<file path="src/rtl/irq_ack_pkg.sv">
package irq_ack_pkg;
  localparam int unsigned DEF_NUM_SRC = 8;

  // pin level for a given activity and polarity selection
  function automatic logic pin_level(input logic active, input logic pol);
    return active ^ pol;
  endfunction
endpackage

</file>
<file path="src/rtl/irq_flag_bank.sv">
module irq_flag_bank #(
  parameter int unsigned NUM_SRC = 8
) (
  input  logic               clk,
  input  logic               rst,
  input  logic               master_en_i,
  input  logic [NUM_SRC-1:0] src_en_i,
  input  logic [NUM_SRC-1:0] evt_i,
  input  logic               clr_we_i,
  input  logic [NUM_SRC-1:0] clr_mask_i,
  output logic [NUM_SRC-1:0] flags_o
);
  logic [NUM_SRC-1:0] flag_q;

  for (genvar g = 0; g < NUM_SRC; g++) begin : g_flag
    logic open_w;
    logic clr_w;
    assign open_w = master_en_i & src_en_i[g];
    assign clr_w  = clr_we_i & clr_mask_i[g];

    always_ff @(posedge clk) begin
      if (rst) begin
        flag_q[g] <= 1'b0;
      end else if (open_w) begin
        // set has priority over a simultaneous clear
        flag_q[g] <= (flag_q[g] & ~clr_w) | evt_i[g];
      end
    end

    assert_set_R6: assert property (@(posedge clk) disable iff (rst)
      (master_en_i && src_en_i[g] && evt_i[g]) |=> flags_o[g]);

    assert_gate_hold_R5: assert property (@(posedge clk) disable iff (rst)
      (master_en_i && !src_en_i[g]) |=> (flags_o[g] == $past(flags_o[g])));

    assert_clear_R7: assert property (@(posedge clk) disable iff (rst)
      (master_en_i && src_en_i[g] && clr_we_i && clr_mask_i[g] && !evt_i[g]) |=> !flags_o[g]);
  end

  assign flags_o = flag_q;

  assert_frozen_R4: assert property (@(posedge clk) disable iff (rst)
    !master_en_i |=> (flags_o == $past(flags_o)));
endmodule

</file>
<file path="src/rtl/irq_pin_gen.sv">
module irq_pin_gen #(
  parameter int unsigned NUM_SRC = 8
) (
  input  logic               clk,
  input  logic               rst,
  input  logic               master_en_i,
  input  logic               irq_pol_i,
  input  logic [NUM_SRC-1:0] flags_i,
  input  logic [NUM_SRC-1:0] src_en_i,
  output logic               irq_pin_o
);
  import irq_ack_pkg::*;

  logic pending_w;
  logic pin_q;

  assign pending_w = master_en_i & (|(flags_i & src_en_i));

  always_ff @(posedge clk) begin
    if (rst) pin_q <= 1'b0;
    else     pin_q <= pin_level(pending_w, irq_pol_i);
  end

  assign irq_pin_o = pin_q;

  assert_masked_idle_R4: assert property (@(posedge clk) disable iff (rst)
    !master_en_i |=> (irq_pin_o == $past(irq_pol_i)));

  assert_no_pending_idle_R9: assert property (@(posedge clk) disable iff (rst)
    ((flags_i & src_en_i) == '0) |=> (irq_pin_o == $past(irq_pol_i)));
endmodule

</file>
<file path="src/rtl/ack_pin_gen.sv">
module ack_pin_gen (
  input  logic clk,
  input  logic rst,
  input  logic ack_pol_i,
  input  logic new_data_i,
  output logic ack_pin_o
);
  import irq_ack_pkg::*;

  logic pin_q;

  always_ff @(posedge clk) begin
    if (rst) pin_q <= 1'b0;
    else     pin_q <= pin_level(new_data_i, ack_pol_i);
  end

  assign ack_pin_o = pin_q;

  assert_ack_pulse_R2: assert property (@(posedge clk) disable iff (rst)
    new_data_i |=> (ack_pin_o != $past(ack_pol_i)));

  assert_ack_idle_R2: assert property (@(posedge clk) disable iff (rst)
    !new_data_i |=> (ack_pin_o == $past(ack_pol_i)));
endmodule

</file>
<file path="src/rtl/irq_ack_ctrl.sv">
module irq_ack_ctrl #(
  parameter int unsigned NUM_SRC = irq_ack_pkg::DEF_NUM_SRC
) (
  input  logic               clk,
  input  logic               rst,
  input  logic               ack_pol_i,
  input  logic               irq_pol_i,
  input  logic               master_en_i,
  input  logic [NUM_SRC-1:0] src_en_i,
  input  logic [NUM_SRC-1:0] evt_i,
  input  logic               new_data_i,
  input  logic               clr_we_i,
  input  logic [NUM_SRC-1:0] clr_mask_i,
  output logic [NUM_SRC-1:0] flags_o,
  output logic               irq_pin_o,
  output logic               ack_pin_o
);
  logic [NUM_SRC-1:0] flags_w;

  irq_flag_bank #(.NUM_SRC(NUM_SRC)) u_flags (
    .clk         (clk),
    .rst         (rst),
    .master_en_i (master_en_i),
    .src_en_i    (src_en_i),
    .evt_i       (evt_i),
    .clr_we_i    (clr_we_i),
    .clr_mask_i  (clr_mask_i),
    .flags_o     (flags_w)
  );

  irq_pin_gen #(.NUM_SRC(NUM_SRC)) u_irq (
    .clk         (clk),
    .rst         (rst),
    .master_en_i (master_en_i),
    .irq_pol_i   (irq_pol_i),
    .flags_i     (flags_w),
    .src_en_i    (src_en_i),
    .irq_pin_o   (irq_pin_o)
  );

  ack_pin_gen u_ack (
    .clk        (clk),
    .rst        (rst),
    .ack_pol_i  (ack_pol_i),
    .new_data_i (new_data_i),
    .ack_pin_o  (ack_pin_o)
  );

  assign flags_o = flags_w;

  assert_reset_state_R1: assert property (@(posedge clk)
    rst |=> (flags_o == '0 && !irq_pin_o && !ack_pin_o));

  assert_set_wins_R8: assert property (@(posedge clk) disable iff (rst)
    (master_en_i && ((src_en_i & evt_i & clr_mask_i) != '0) && clr_we_i)
      |=> ((flags_o & $past(src_en_i & evt_i & clr_mask_i)) == $past(src_en_i & evt_i & clr_mask_i)));
endmodule

</file>
<file path="config.mk">
export PLATFORM = sky130hd
export DESIGN_NAME = irq_ack_ctrl
export DESIGN_NICKNAME = d
export VERILOG_FILES = /design/src/rtl/irq_ack_pkg.sv /design/src/rtl/irq_flag_bank.sv /design/src/rtl/irq_pin_gen.sv /design/src/rtl/ack_pin_gen.sv /design/src/rtl/irq_ack_ctrl.sv
export SDC_FILE = /design/constraint.sdc
export NUM_CORES = 1
export LEC_CHECK = 0
export BUFFER_PORTS_ARGS = -buffer_cell sky130_fd_sc_hd__buf_2
export CAP_MARGIN = 20
export CORE_MARGIN = 1.5
export CORE_UTILIZATION = 36
export DETAILED_ROUTE_END_ITERATION = 7
export PLACE_DENSITY_LB_ADDON = 0.08
export SLEW_MARGIN = 0
export SYNTH_ARGS = -nofsm -noshare
export SYNTH_HDL_FRONTEND = slang
export SYNTH_SLANG_ARGS = --single-unit
</file>
<file path="constraint.sdc">
create_clock -name clk -period 1.2 [get_ports clk]
set_input_delay 0.12 -clock clk [delete_from_list [all_inputs] [get_ports clk]]
set_output_delay 0.12 -clock clk [all_outputs]
set_load 0.02 [all_outputs]
</file>
==> impl_metrics.yaml <==
power:
  switching_share: 0.270
  p_leak_nw: 0.350
  ir_worst_vdd_v: 0.000530
  internal-power_w: 0.000620
  pwr-share-clk: 0.362
  power_frac_comb: 0.207
  switchingPower_w: 0.000229
  power_density_mw_per_mm2: 1160
  power_frac_seq: 0.431
cts:
  cts_tree: "done"
  clockRootBuffer: "clkbuf_4"
  post-cts-setup-buffers: 0
  htreeDepth: 1
  cts.sink_count: 10
  postCtsHoldBufs: 0
  path_clk_slew_ps: 70
  clk-insertion-delay-late_ps: 260
  clock_path_buffers: 2
  ctsResizeCount: 0
  cts_buffers: 3
placed_design:
  dp_hpwl_um: 1010
  io_buffers: 40
  gp_congestion: 0.711
die:
  initial_core_util: 0.379
  die-width_um: 39.8
  core_area_mm2: 0.00128
  fp.dieH_um: 39.8
  ioPinCount: 41
  num_rows: 13
  dieArea_mm2: 0.00158
grt:
  grt_first_pass_wirelength_um: 1680
  track_usage: 0.165
  grt_overflow_total: 0
  grt_max_degree: 12
  antenna_found_initial: 0
  grt_pass1_vias: 449
job:
  maxCapViolCount: 0
synth:
  ys_types: 14
  synth_seq_cells: 10
  yosysSeqAreaShare: 0.411
  synth.avg_cell_area_um2: 9.93
  synth_nets: 80
  synthesis.instances: 49
  yosys_warnings: 0
  syn_area_um2: 487
timing:
  period_needed_ps: 1070
  final.setup_skew_ps: 1.13
  rsz0062_at_grt: "false"
  final_max_slew_viol_count: 0
  tightestPinTransition_ps: 205
  max_freq_ghz: 0.937
  slew_headroom: 0.863
  period_share: 0.890
  finalSetupViolCount: 0
  final-hold-violation-count: 0
  finalSetupTns_ps: 0
layout:
  utilization: 0.569
  areaGrowthSynthToFinish_pct: 50.1
  drive_gt1_frac: 0.578
  mostFrequentLayoutCell: "buf_2"
  layout_common_cells: "buf_2, nor2_1, dfxtp_1, nand4_1, a32oi_1"
  n_antenna_cell: 0
  layout.nets: 122
critical_path:
  path_max_fanout: 3
  endpoint_kind: "flip-flop"
  worst_setup_path_start_kind: "flip-flop"
  cp.required_ps: 1360
  crit_type: "reg -> reg"
  timing.critical_path.arrival_ps: 1220
detailed_routing:
  drtPass1Iterations: 4
  drt_iter0_drc: 10
  wl_per_cell_um: 12.5
  wirelength_um: 1310
  wl_met2_um: 682
  ant_nets: 0
  drcViolationCount: 0
  vias: 565
  top_layer: "met3"
  wl_met1_um: 523
  viasPerCell: 5.38
  route.met3.wl_um: 104
hold_path:
  hold_path.class: "in -> reg"
status:
  status: "finished clean"
## final cells by class
cell class                      instances  area [µm²]
Sequential cell                        10         201
Multi-Input combinational cell         34         263
Tap cell                               15        18.8
Timing Repair Buffer                   41         208
Clock buffer                            4        36.3
Fill cell                             127         554
Inverter                                1        3.75
## Yosys cell counts
cell type,n,share of area
xnor2_1,1,0.018
a41oi_2,1,0.033
a22oi_2,3,0.077
nor2_1,10,0.077
a32oi_1,8,0.14
inv_1,1,0.0077
buf_4,1,0.015
a22oi_4,1,0.044
clkbuf_1,2,0.015
buf_2,1,0.010
dfxtp_1,10,0.41
nor2b_1,1,0.013
mux2_4,1,0.031
nand4_1,8,0.10
## power by group through the flow
stage,Clock [W],Combinational (W),Sequential (W)
2_1_floorplan,0,0.0000656,0.000398
3_3_place_gp,0,0.000175,0.000373
3_5_place_dp,0,0.000177,0.000374
4_1_cts,0.000318,0.000177,0.000366
5_1_grt,0.000342,0.000192,0.000368
6_report,0.000308,0.000176,0.000366
## critical path: stages (launching register included)
cell	delay (ps)
dfxtp_1	370
a22oi_2	80
a41oi_2	210
mux2_4	310
## kinds of logic (layout without fill, tap and decap cells)
family / count (synthesis) / after routing / synth area share
AND/OR/NAND/NOR: 19 / 19 / 0.193
buffers and inverters: 5 / 46 / 0.0488
multiplexers: 1 / 1 / 0.0308
XOR/XNOR: 1 / 1 / 0.0180
flip-flops: 10 / 10 / 0.411
AO/OA/AOI/OAI: 13 / 13 / 0.298
## layer usage
metal	track usage	vias up
li1	-	278
met1	0.158	261
met2	0.324	26
met3	0.0341	0
met4	0.0776	0
met5	0	-
## sequential cells by signal, summed over array words and instances (netlist names)
register         count
u_flags.flags_o      8
u_ack.ack_pin_o      1
u_irq.irq_pin_o      1
## path summary, 6_finish.rpt
kind                           start            endpoint  slack [ps]  cells past startpoint
setup reg to reg  u_flags.flags_o[0]     u_irq.irq_pin_o         130                      3
setup / recovery  u_flags.flags_o[0]     u_irq.irq_pin_o         130                      3
hold / removal            new_data_i     u_ack.ack_pin_o          90                      3
hold reg to reg   u_flags.flags_o[2]  u_flags.flags_o[2]         510                      2
## metrics by stage
step                hold slack, ps  area, µm²  power [W]  setup WS, ps  cells
floorplan                      257        488   0.000463          16.6     49
global placement               365        694   0.000549           157    101
detailed placement             366        694   0.000550           136    101
CTS                           83.8        731   0.000861           127    105
global route                   126        731   0.000902          76.7    105
finish                        90.3        731   0.000849           132    105
Power figures use the tool's default switching activity.
